===== src/rtl/mm_exec_pkg.sv =====
package mm_exec_pkg;

  localparam int OP_W = 4;

  typedef enum logic [2:0] {
    ST_IDLE,
    ST_RDA,
    ST_RDB,
    ST_WR,
    ST_DONE
  } seq_st_t;

  typedef enum logic [1:0] {
    RD_NONE,
    RD_A_ONLY,
    RD_AB
  } rd_need_t;

  localparam logic [OP_W-1:0] OPC_NOP  = 4'd0;
  localparam logic [OP_W-1:0] OPC_COPY = 4'd1;
  localparam logic [OP_W-1:0] OPC_ADDI = 4'd2;
  localparam logic [OP_W-1:0] OPC_LIT  = 4'd3;
  localparam logic [OP_W-1:0] OPC_SHR  = 4'd4;
  localparam logic [OP_W-1:0] OPC_ADD  = 4'd5;
  localparam logic [OP_W-1:0] OPC_SUB  = 4'd6;
  localparam logic [OP_W-1:0] OPC_CMOV = 4'd7;
  localparam logic [OP_W-1:0] OPC_SLT  = 4'd8;

  // How many memory operands an opcode fetches before its write.
  function automatic rd_need_t rd_need(input logic [OP_W-1:0] op);
    case (op)
      OPC_COPY, OPC_ADDI, OPC_SHR:          return RD_A_ONLY;
      OPC_ADD, OPC_SUB, OPC_CMOV, OPC_SLT:  return RD_AB;
      default:                              return RD_NONE;
    endcase
  endfunction

endpackage


===== src/rtl/mm_seq_ctrl.sv =====
module mm_seq_ctrl
  import mm_exec_pkg::*;
(
  input  logic            clk,
  input  logic            rst,
  input  logic            start,
  input  logic [OP_W-1:0] op,
  output seq_st_t         st,
  output seq_st_t         nxt,
  output logic            ready
);

  always_comb begin
    nxt = st;
    unique case (st)
      ST_IDLE: begin
        if (start) begin
          if (rd_need(op) == RD_NONE) nxt = (op == OPC_LIT) ? ST_WR : ST_DONE;
          else                        nxt = ST_RDA;
        end
      end
      ST_RDA:  nxt = (rd_need(op) == RD_AB) ? ST_RDB : ST_WR;
      ST_RDB:  nxt = ST_WR;
      ST_WR:   nxt = ST_IDLE;
      ST_DONE: nxt = ST_IDLE;
      default: nxt = ST_IDLE;
    endcase
  end

  always_ff @(posedge clk) begin
    if (rst) begin
      st    <= ST_IDLE;
      ready <= 1'b1;
    end else begin
      st    <= nxt;
      ready <= (nxt == ST_IDLE);
    end
  end


  rst_idle_chk: assert property (@(posedge clk) rst |=> (ready && st == ST_IDLE));


  launch_drop_chk: assert property (@(posedge clk) disable iff (rst)
    (ready && start) |=> !ready);


  rda_from_idle_chk: assert property (@(posedge clk) disable iff (rst)
    (st == ST_RDA) |-> ($past(st) == ST_IDLE));


  done_short_chk: assert property (@(posedge clk) disable iff (rst)
    (st == ST_DONE) |=> ready);

endmodule


===== src/rtl/mm_operand_latch.sv =====
module mm_operand_latch #(
  parameter int DATA_W = 4
) (
  input  logic              clk,
  input  logic              rst,
  input  logic              ld,
  input  logic [DATA_W-1:0] d,
  output logic [DATA_W-1:0] q
);

  always_ff @(posedge clk) begin
    if (rst)     q <= '0;
    else if (ld) q <= d;
  end

endmodule


===== src/rtl/mm_func_unit.sv =====
module mm_func_unit
  import mm_exec_pkg::*;
#(
  parameter int DATA_W = 4,
  parameter int ADDR_W = 4
) (
  input  logic [OP_W-1:0]   op,
  input  logic [DATA_W-1:0] a_val,
  input  logic [DATA_W-1:0] b_val,
  input  logic [ADDR_W-1:0] fld_a,
  input  logic [ADDR_W-1:0] fld_b,
  output logic [DATA_W-1:0] res,
  output logic              wr_ok
);

  localparam logic [DATA_W-1:0] ONE = DATA_W'(1);

  logic [DATA_W-1:0] imm_a, imm_b;
  assign imm_a = DATA_W'(fld_a);
  assign imm_b = DATA_W'(fld_b);

  always_comb begin
    res   = '0;
    wr_ok = 1'b1;
    case (op)
      OPC_COPY: res = a_val;
      OPC_ADDI: res = a_val + imm_b;
      OPC_LIT:  res = imm_a;
      OPC_SHR:  res = a_val >> 1;
      OPC_ADD:  res = a_val + b_val;
      OPC_SUB:  res = a_val - b_val;
      OPC_CMOV: begin
        res   = b_val;
        wr_ok = (a_val == '0);
      end
      OPC_SLT:  res = (a_val < b_val) ? '0 : ONE;
      default:  wr_ok = 1'b0;
    endcase
  end


  always_comb begin
    if (op == OPC_SLT) slt_range_chk: assert (res <= ONE);
  end

endmodule


===== src/rtl/mm_exec_top.sv =====
module mm_exec_top
  import mm_exec_pkg::*;
#(
  parameter  int DATA_W  = 4,
  parameter  int ADDR_W  = 4,
  localparam int INSTR_W = OP_W + 3 * ADDR_W
) (
  input  logic               clk,
  input  logic               rst,
  input  logic               start,
  input  logic [INSTR_W-1:0] instr,
  output logic               ready,
  output logic [ADDR_W-1:0]  mem_addr,
  input  logic [DATA_W-1:0]  mem_rdata,
  output logic [DATA_W-1:0]  mem_wdata,
  output logic               mem_wen
);

  logic [OP_W-1:0]   op;
  logic [ADDR_W-1:0] fld_a, fld_b, fld_c;

  assign op    = instr[INSTR_W-1 -: OP_W];
  assign fld_a = instr[3*ADDR_W-1 -: ADDR_W];
  assign fld_b = instr[2*ADDR_W-1 -: ADDR_W];
  assign fld_c = instr[ADDR_W-1:0];

  seq_st_t st, nxt;

  mm_seq_ctrl u_ctrl (
    .clk   (clk),
    .rst   (rst),
    .start (start),
    .op    (op),
    .st    (st),
    .nxt   (nxt),
    .ready (ready)
  );

  logic [DATA_W-1:0] a_q, a_val, res;
  logic              wr_ok;

  mm_operand_latch #(.DATA_W(DATA_W)) u_alatch (
    .clk (clk),
    .rst (rst),
    .ld  (st == ST_RDA),
    .d   (mem_rdata),
    .q   (a_q)
  );

  // One-operand ops compute straight from the bus in their read cycle.
  assign a_val = (st == ST_RDA) ? mem_rdata : a_q;

  mm_func_unit #(.DATA_W(DATA_W), .ADDR_W(ADDR_W)) u_fu (
    .op    (op),
    .a_val (a_val),
    .b_val (mem_rdata),
    .fld_a (fld_a),
    .fld_b (fld_b),
    .res   (res),
    .wr_ok (wr_ok)
  );

  always_ff @(posedge clk) begin
    if (rst) begin
      mem_addr  <= '0;
      mem_wdata <= '0;
      mem_wen   <= 1'b0;
    end else begin
      mem_addr  <= '0;
      mem_wdata <= '0;
      mem_wen   <= 1'b0;
      case (nxt)
        ST_RDA: mem_addr <= fld_a;
        ST_RDB: mem_addr <= fld_b;
        ST_WR: begin
          mem_addr  <= fld_c;
          mem_wdata <= res;
          mem_wen   <= wr_ok;
        end
        default: ;
      endcase
    end
  end


  wen_addr_chk: assert property (@(posedge clk) disable iff (rst)
    mem_wen |-> (mem_addr == fld_c));


  wen_busy_chk: assert property (@(posedge clk) disable iff (rst)
    mem_wen |-> !ready);


  wr_then_ready_chk: assert property (@(posedge clk) disable iff (rst)
    (st == ST_WR) |=> ready);


  rdb_addr_chk: assert property (@(posedge clk) disable iff (rst)
    (st == ST_RDB) |-> (mem_addr == fld_b));

endmodule


===== config.mk =====
export PLATFORM = sky130hd
export DESIGN_NAME = mm_exec_top
export DESIGN_NICKNAME = d
export VERILOG_FILES = /design/src/rtl/mm_exec_pkg.sv /design/src/rtl/mm_seq_ctrl.sv /design/src/rtl/mm_operand_latch.sv /design/src/rtl/mm_func_unit.sv /design/src/rtl/mm_exec_top.sv
export SDC_FILE = /design/constraint.sdc
export NUM_CORES = 1
export LEC_CHECK = 0
export CAP_MARGIN = 20
export CORE_UTILIZATION = 50
export CTS_BUF_LIST = sky130_fd_sc_hd__clkbuf_16
export DETAILED_ROUTE_END_ITERATION = 6
export GPL_ROUTABILITY_DRIVEN = 0
export GPL_TIMING_DRIVEN = 0
export PLACE_DENSITY = 0.87
export SETUP_SLACK_MARGIN = 0.2
export SLEW_MARGIN = 0
export SYNTH_ARGS = -nofsm -noshare
export SYNTH_HDL_FRONTEND = slang
export SYNTH_HIERARCHICAL = 1
export SYNTH_SLANG_ARGS = --single-unit

===== constraint.sdc =====
create_clock -name clk -period 5.37 [get_ports clk]
set_clock_uncertainty 0.15 [all_clocks]
set_input_delay 1.074 -clock clk [delete_from_list [all_inputs] [get_ports clk]]
set_output_delay 1.074 -clock clk [all_outputs]
set_load 0.05 [all_outputs]

# Yosys cells after proc, flatten, opt, wreduce, memory -nomap -nowiden
# Index checks and enable logic that the tools add are counted.
[totals] regBits=17 input_bits=23 out_inout_bits=10 elab_cells=47
[classes] addsub=3 n_lt_le_gt_ge=1 n_eq_ne=14 mux=14 bitwise_logic=1 n_reduce_logical=8
[ops] cell="$pmux W4 S8" count=1
[ops] cell="$eq A4 B3 Y1 const B" count=4
[ops] cell="$pmux W4 S3" count=1
[ops] cell="$eq A3 B2 Y1 const B" count=3
[ops] cell="$mux W3" count=3
[ops] cell="$pmux W3 S3" count=1
[ops] cell="$add A4 B4 Y4" count=2
[ops] cell="$eq A4 B2 Y1 const B" count=2
[ops] cell="$reduce_or A7 Y1" count=1
[ops] cell="$eq A3 B1 Y1 const B" count=2
[ops] cell="$logic_not A3 Y1" count=2
[ops] cell="$mux W2" count=3
[ops] cell="$eq A4 B1 Y1 const B" count=1
[ops] cell="$eq A4 B4 Y1 const B" count=1
[ops] cell="$logic_not A4 Y1" count=1
[ops] cell="$lt A4 B4 Y1" count=1
[ops] cell="$mux W4" count=1
[ops] cell="$pmux W2 S2" count=1
[ops] cell="$reduce_or A4 Y1" count=1
[ops] cell="$sub A4 B4 Y4" count=1
[ops] cell="$reduce_or A3 Y1" count=1
[ops] cell="$eq A2 B2 Y1 const B" count=1
[ops] cell="$logic_not A2 Y1" count=1
[ops] cell="$mux W1" count=2
[ops] cell="3 further kinds" count=3

# Depth between registers and ports, before layout
# Gate-level depths: netlist of the first run.
[depth] word_depth=12 mapped_depth=11 mapped_depth_nobuf=11

# Modules after synthesis
# Netlist of the first run, hierarchy kept.
[modules_own_cells] module="mm_func_unit" n_inst=1 cells_each=75 area_per_inst_um2=598.1 seq_area_each_um2=0.0
[modules_own_cells] module="mm_exec_top" n_inst=1 cells_each=34 area_per_inst_um2=402.9 seq_area_each_um2=180.2
[modules_own_cells] module="mm_seq_ctrl" n_inst=1 cells_each=33 area_per_inst_um2=281.5 seq_area_each_um2=80.1
[modules_own_cells] module="mm_operand_latch" n_inst=1 cells_each=13 area_per_inst_um2=140.1 seq_area_each_um2=80.1

# Least setup slack after synthesis of the first run
# OpenSTA, ideal clock, no wires.
[synth_timing] path_type="input port to flip-flop" startpoint="in instr[15]" endpoint="reg mem_wdata[3]" setup_time_ns=0.115 t_arrival_ns=2.970 t_required_ns=5.105 path_slack_ns=2.135 cell_stages=8 n_path_buf=0 path_cell_list="and4bb_4 mux2_2 ha_1 a21o_1 a21oi_1 xnor3_1 a211o_1 and2_1"
[synth_lines] element="start: declaration" line_no="mm_exec_top.sv:11" rtl="input logic [INSTR_W-1:0] instr,"
[synth_lines] element="$eq A4 B4 Y1 (tied with other cells)"
[synth_lines] element="$pmux W4 S8 (*)" line_no="mm_func_unit.sv:25" rtl="case (op)"
[synth_lines] element="net res[3]" line_no="mm_exec_top.sv:39" rtl="logic [DATA_W-1:0] a_q, a_val, res;"
[synth_lines] element="end signal: assignment" line_no="mm_exec_top.sv:77" rtl="mem_wdata <= res;"
[synth_lines] element="end: declaration" line_no="mm_exec_top.sv:15" rtl="output logic [DATA_W-1:0] mem_wdata,"
# The timed path passes the listed nets; every way through them passes the cells marked *. The select of a mux whose other input is x is not followed.
# A chain may end at the register's enable or synchronous reset.

# Worst setup path in the final report of the first run
[layout_timing] startpoint="in instr[14]" endpoint="reg mem_wdata[3]"
# Same word-level chain as after synthesis.

==> results.yml, run 1 <==
die:
  die_y_um: 55.3
  initial_utilization: 0.549
  die_area_um2: 3060
  fp.coreArea_um2: 2590
  io_pins: 33
  die_w_um: 55.3
  num_rows: 18
grt:
  grt_pass1_vias: 1369
  antenna_found_initial: 0
  grt_pass1_wl_um: 6380
  grt_use_total: 0.259
  grt_max_degree: 14
  gr-total-overflow: 0
drt:
  viasPerCell: 6.13
  drt_iter0_drc: 63
  drc_errors: 0
  routed_wl_um: 3730
  vias: 1354
  firstDrtPassIters: 4
  ant_nets: 0
  routedWlPerCell_um: 16.9
place:
  dp.cells: 217
  dp_slack_ns: 1.35
  port_buffers: 32
  hpwl_um: 2850
  placed_area_um2: 1780
hold_path:
  hold_path.class: "flop to flop"
  hold_start: "u_alatch/q[2]$_SDFFE_PP0P_"
sta:
  setup_viol: 0
  final_hold_viol_count: 0
  fin_crit_ns: 3.79
  tightestPinTransition_ns: 0.518
  post-route-period-util: 0.705
  drv_slew: 0
  tns_ns: 0
  hold_ws_ns: 0.345
  max_freq_mhz: 264
  slew_headroom: 0.653
  worst_slack_ns: 1.58
  rsz0062_at_grt: "no"
pwr:
  vdd_drop_max_mv: 0.208
  power.density_nw_per_um2: 267
  leakagePower_nw: 0.778
  total_power_uw: 496
clock_network:
  clk_pin_slew_ns: 0.05
  cts_sinks: 17
  clock_path_buffers: 2
  clock_latency_ns: 0.25
  cts_hold_buf: 0
  post_cts_buffers: 0
  cts_tree: "yes"
  clockRootBuffer: "clkbuf_16"
  cts_resized: 0
  numCtsBuffers: 3
  htree_levels: 1
final_layout:
  final_area_um2: 1860
  mostFrequentLayoutCell: "clkdlybuf4s50_1"
  final_cell_mix: "clkdlybuf4s50_1 (32), dfxtp_1 (17), a21oi_1 (14), nor2_1 (14), mux2i_1 (12)"
  area_delta_synth_final_pct: 30.7
  drive_gt1_frac: 0.131
  num_antenna_cells: 0
  fin_cells: 221
  layout.nets: 224
  post-route-util: 0.718
synth:
  ys_ff_latch: 17
  syn_area_um2: 1420
  synth_edf_count: 0
  synthCells: 155
  synthArstFlopShare: 0
  ys_seq_area_frac: 0.239
  syn_nets: 187
  synth_top_area_frac: 0.239
  synth_ff_type: "dfxtp_1"
  synth_area_leaders: "dfxtp_1 (24%), mux2i_1 (8.4%), mux2_2 (6.3%)"
  synthDistinctLibCells: 57
  postSynthAreaPerCell_um2: 9.18
  yosysTopAreaCell: "dfxtp_1"
  ys.warnings.count: 6
worst_setup_path:
  arrival_ns: 3.78
  cpLargestDelayFamily: "buffers and inverters"
  crit_fanout: 10
  path_class: "primary input to flop"
  slowest_delay_ns: 0.70
  start_kind: "primary input"
  cp_data_required_time_ns: 5.36
  critPathCaptureType: "flop"
  worstSetupStartpoint: "instr[14]"
  cp_cell_sequence: "clkdlybuf4s50_1 > and4bb_4 > mux2_2 > ha_1 > a21o_1 > a21oi_1 > xnor3_1 > a211o_1 > and2_1"
  path_buf_inv: 1
  cpMaxStageDelayCell: "clkdlybuf4s50_1"
  r2r-start: "u_ctrl/st[0]$_SDFF_PP0_"
outcome:
  status: "complete, no violations"
run:
  maxCapViolCount: 0
-- final timing paths --
path | to | slack [ns] | depth (start not counted)
min | u_alatch/q[2]$_SDFFE_PP0P_ | 0.34 | 2
max | mem_wdata[3]$_SDFF_PP0_ | 1.58 | 9
min reg2reg | u_alatch/q[2]$_SDFFE_PP0P_ | 0.34 | 2
max reg2reg | mem_wdata[0]$_SDFF_PP0_ | 2.44 | 11
-- area by class of cell --
class / instances / area (µm²)
multi-input cells: 121 / 1000
fillers: 211 / 731
flip-flops and latches: 17 / 340
repair buffers: 32 / 320
clock buffers: 3 / 75.1
plain buffers: 8 / 47.5
well taps: 30 / 37.5
inverters: 9 / 33.8
clock inverters: 1 / 3.75
-- where the power goes --
part	leakage, nW	total (mW)	internal, mW	switching (mW)
sequential	0.139	0.143	0.138	0.00593
combinational	0.597	0.206	0.0937	0.112
clock	0.0423	0.147	0.0988	0.0482
total	0.778	0.496	0.330	0.166
-- worst reg2reg max path, delay by kind of cell (launching register included) --
kind            cells  cell delay [ns]
compound gates      3             0.48
flops               1             0.45
buf+inv             2             0.14
fa+ha+maj           2             0.58
simple gates        3             0.61
mux                 1             0.43
-- sequential cells by signal, indices dropped and copies added (netlist names) --
name,cells
mem_addr,4
mem_wdata,4
mem_wen,1
u_alatch/q,4
u_ctrl/ready,1
u_ctrl/st,3
-- cell usage after synthesis, drive strengths merged (2+ instances only) --
cell	instances
nor3	4
and4bb	2
xor2	2
nand2b	2
and2	5
clkbuf	5
mux2i	12
a2111oi	4
ha	7
nor2	14
mux2	10
nor3b	2
inv	9
a21o	2
nor2b	2
buf	3
fa	2
a21oi	15
nand2	2
o22ai	2
nand3b	3
a22oi	2
dfxtp	17
nand3	2
a31oi	2
o21ai	2
-- cell families (layout without fill, tap and decap cells) --
group / after synthesis / in the layout / synth area share
buffers and inverters: 17 / 53 / 0.0572
adders and majority gates: 9 / 9 / 0.0897
and+or+nand+nor: 48 / 48 / 0.214
DFF: 17 / 17 / 0.239
xor gates and xnor gates: 4 / 4 / 0.0343
AOI/OAI and AO/OA: 38 / 38 / 0.200
muxes: 22 / 22 / 0.166
-- layer usage --
metal	part of all wire	GRT usage	up-vias
li1	-	-	655
met1	0.41	0.318	644
met2	0.53	0.461	51
met3	0.050	0.0304	4
met4	0.0096	0.0929	0
met5	0	0	-
No activity file was read; power rests on OpenSTA's default activity.
==> run 2: changes to the inputs <==
--- a/config.mk
+++ b/config.mk
@@ -6,12 +6,12 @@
 export NUM_CORES = 1
 export LEC_CHECK = 0
 export CAP_MARGIN = 20
-export CORE_UTILIZATION = 50
+export CORE_UTILIZATION = 45
 export CTS_BUF_LIST = sky130_fd_sc_hd__clkbuf_16
 export DETAILED_ROUTE_END_ITERATION = 6
 export GPL_ROUTABILITY_DRIVEN = 0
 export GPL_TIMING_DRIVEN = 0
-export PLACE_DENSITY = 0.87
+export PLACE_DENSITY = 0.83
 export SETUP_SLACK_MARGIN = 0.2
 export SLEW_MARGIN = 0
 export SYNTH_ARGS = -nofsm -noshare
==> constraint.sdc (replaced) <==
create_clock -name clk -period 3.3 [get_ports clk]
set_clock_uncertainty 0.15 [all_clocks]
set_input_delay 0.66 -clock clk [delete_from_list [all_inputs] [get_ports clk]]
set_output_delay 0.66 -clock clk [all_outputs]
set_load 0.05 [all_outputs]
==> results.yml, run 2 (synthesis results as in run 1) <==
outcome:
  status: "complete, no violations"
final_layout:
  drive_gt1_frac: 0.151
  layout.nets: 225
  final_cell_mix: "clkdlybuf4s50_1 (28), dfxtp_1 (17), a21oi_1 (14), nor2_1 (14), mux2i_1 (12)"
  post-route-util: 0.617
  area_delta_synth_final_pct: 31.4
  mostFrequentLayoutCell: "clkdlybuf4s50_1"
  multi_input_area_um2: 1000
  fillers: 272
  top_regs: "mem_addr x4, mem_wdata x4, u_alatch/q x4"
  final_area_um2: 1870
  fin_cells: 236
  num_antenna_cells: 0
  seq_area_um2: 340
grt:
  grt_use_total: 0.221
  grt_max_degree: 14
  antenna_found_initial: 0
  grt_pass1_wl_um: 5700
  gr-total-overflow: 0
  grt_pass1_vias: 1256
pwr:
  p_int_uw: 535
  leakagePower_nw: 0.785
  vdd_drop_max_mv: 0.241
  p_sw_frac: 0.332
  power.density_nw_per_um2: 429
  p_seq_frac: 0.292
  p_switching_uw: 266
  p_comb_frac: 0.415
  clock_power_share: 0.293
place:
  hpwl_um: 2800
  placed_area_um2: 1800
  port_buffers: 32
  dp.cells: 231
clock_network:
  clock_path_buffers: 2
  clk_pin_slew_ns: 0.05
  cts_sinks: 17
  cts_tree: "yes"
  numCtsBuffers: 3
  cts_hold_buf: 0
  htree_levels: 1
  clock_latency_ns: 0.24
  clockRootBuffer: "clkbuf_16"
drt:
  viasPerCell: 5.72
  drt_iter0_drc: 53
  ant_nets: 0
  firstDrtPassIters: 4
  routed_wl_um: 3760
  routedWlPerCell_um: 15.9
  vias: 1351
  drc_errors: 0
sta:
  final_hold_viol_count: 0
  tns_ns: 0
  setup_viol: 0
  max_freq_mhz: 335
  post-route-period-util: 0.904
  drv_slew: 0
  tightestPinTransition_ns: 0.514
  slew_headroom: 0.656
  rsz0062_at_grt: "no"
  fin_crit_ns: 2.98
worst_setup_path:
  crit_fanout: 7
  critPathCaptureType: "flop"
  path_class: "primary input to flop"
  arrival_ns: 2.97
  start_kind: "primary input"
  cp_data_required_time_ns: 3.29
die:
  initial_utilization: 0.470
  io_pins: 33
  die_area_um2: 3390
  die_w_um: 58.2
  die_y_um: 58.2
  fp.coreArea_um2: 3030
  num_rows: 20
hold_path:
  hold_path.class: "flop to flop"
run:
  maxCapViolCount: 0
## run 2: critical path, stage by stage
cell and delay [ns]:
clkdlybuf4s50_1 0.54, mux2_2 0.43, ha_1 0.32, a21o_1 0.18, a21oi_1 0.18, xnor3_1 0.24, a211o_1 0.30, and2_1 0.13
## run 2: what timing repair did
action                     4_1_cts  5_1_grt
setup endpoints to repair        2        1
buffers inserted                 0        1
gates resized for setup          4        7
gates cloned                     0        0
pin swaps                        1        1
## run 2: path summary, 6_finish.rpt
path                                   start                    endpoint  slack [ns]  cells past startpoint
setup reg to reg     u_ctrl/st[0]$_SDFF_PP0_     mem_wdata[3]$_SDFF_PP0_        0.35                      8
hold / removal    u_alatch/q[3]$_SDFFE_PP0P_  u_alatch/q[3]$_SDFFE_PP0P_        0.36                      2
hold reg to reg   u_alatch/q[3]$_SDFFE_PP0P_  u_alatch/q[3]$_SDFFE_PP0P_        0.36                      2
setup / recovery                mem_rdata[1]     mem_wdata[3]$_SDFF_PP0_        0.32                      8
## run 2: metrics by stage
step	hold WS, ns	setup slack, ns	power [mW]
floorplan	0.306	0.479	0.468
global placement	0.322	-0.245	0.555
detailed placement	0.342	-0.261	0.567
CTS	0.357	0.201	0.804
global route	0.402	0.209	0.837
finish	0.357	0.318	0.802
## run 2: cell type report
class / instances / share of cell area
multi-input combinational: 121 / 0.535
sequential: 17 / 0.182
timing repair buffer: 33 / 0.167
clock buffer: 3 / 0.0402
tap: 44 / 0.0295
buffer: 8 / 0.0254
inverter: 9 / 0.0181
clock inverter: 1 / 0.00201
## run 2: power by group through the flow
stage | clock, mW | sequential (mW) | combinational (mW)
finish | 0.235 | 0.234 | 0.333
global placement | 0 | 0.237 | 0.318
CTS | 0.240 | 0.234 | 0.330
global route | 0.246 | 0.235 | 0.357
detailed placement | 0 | 0.238 | 0.329
floorplan | 0 | 0.274 | 0.194
## run 2: layer usage
metal / vias to the layer above / GRT usage / part of all wire / wire length, µm
met1: 638 / 0.276 / 0.42 / 1590
met5: - / 0 / 0 / 0
met4: 0 / 0.0646 / 0.010 / 39
met2: 49 / 0.381 / 0.50 / 1880
met3: 8 / 0.0469 / 0.063 / 236
li1: 656 / - / - / -
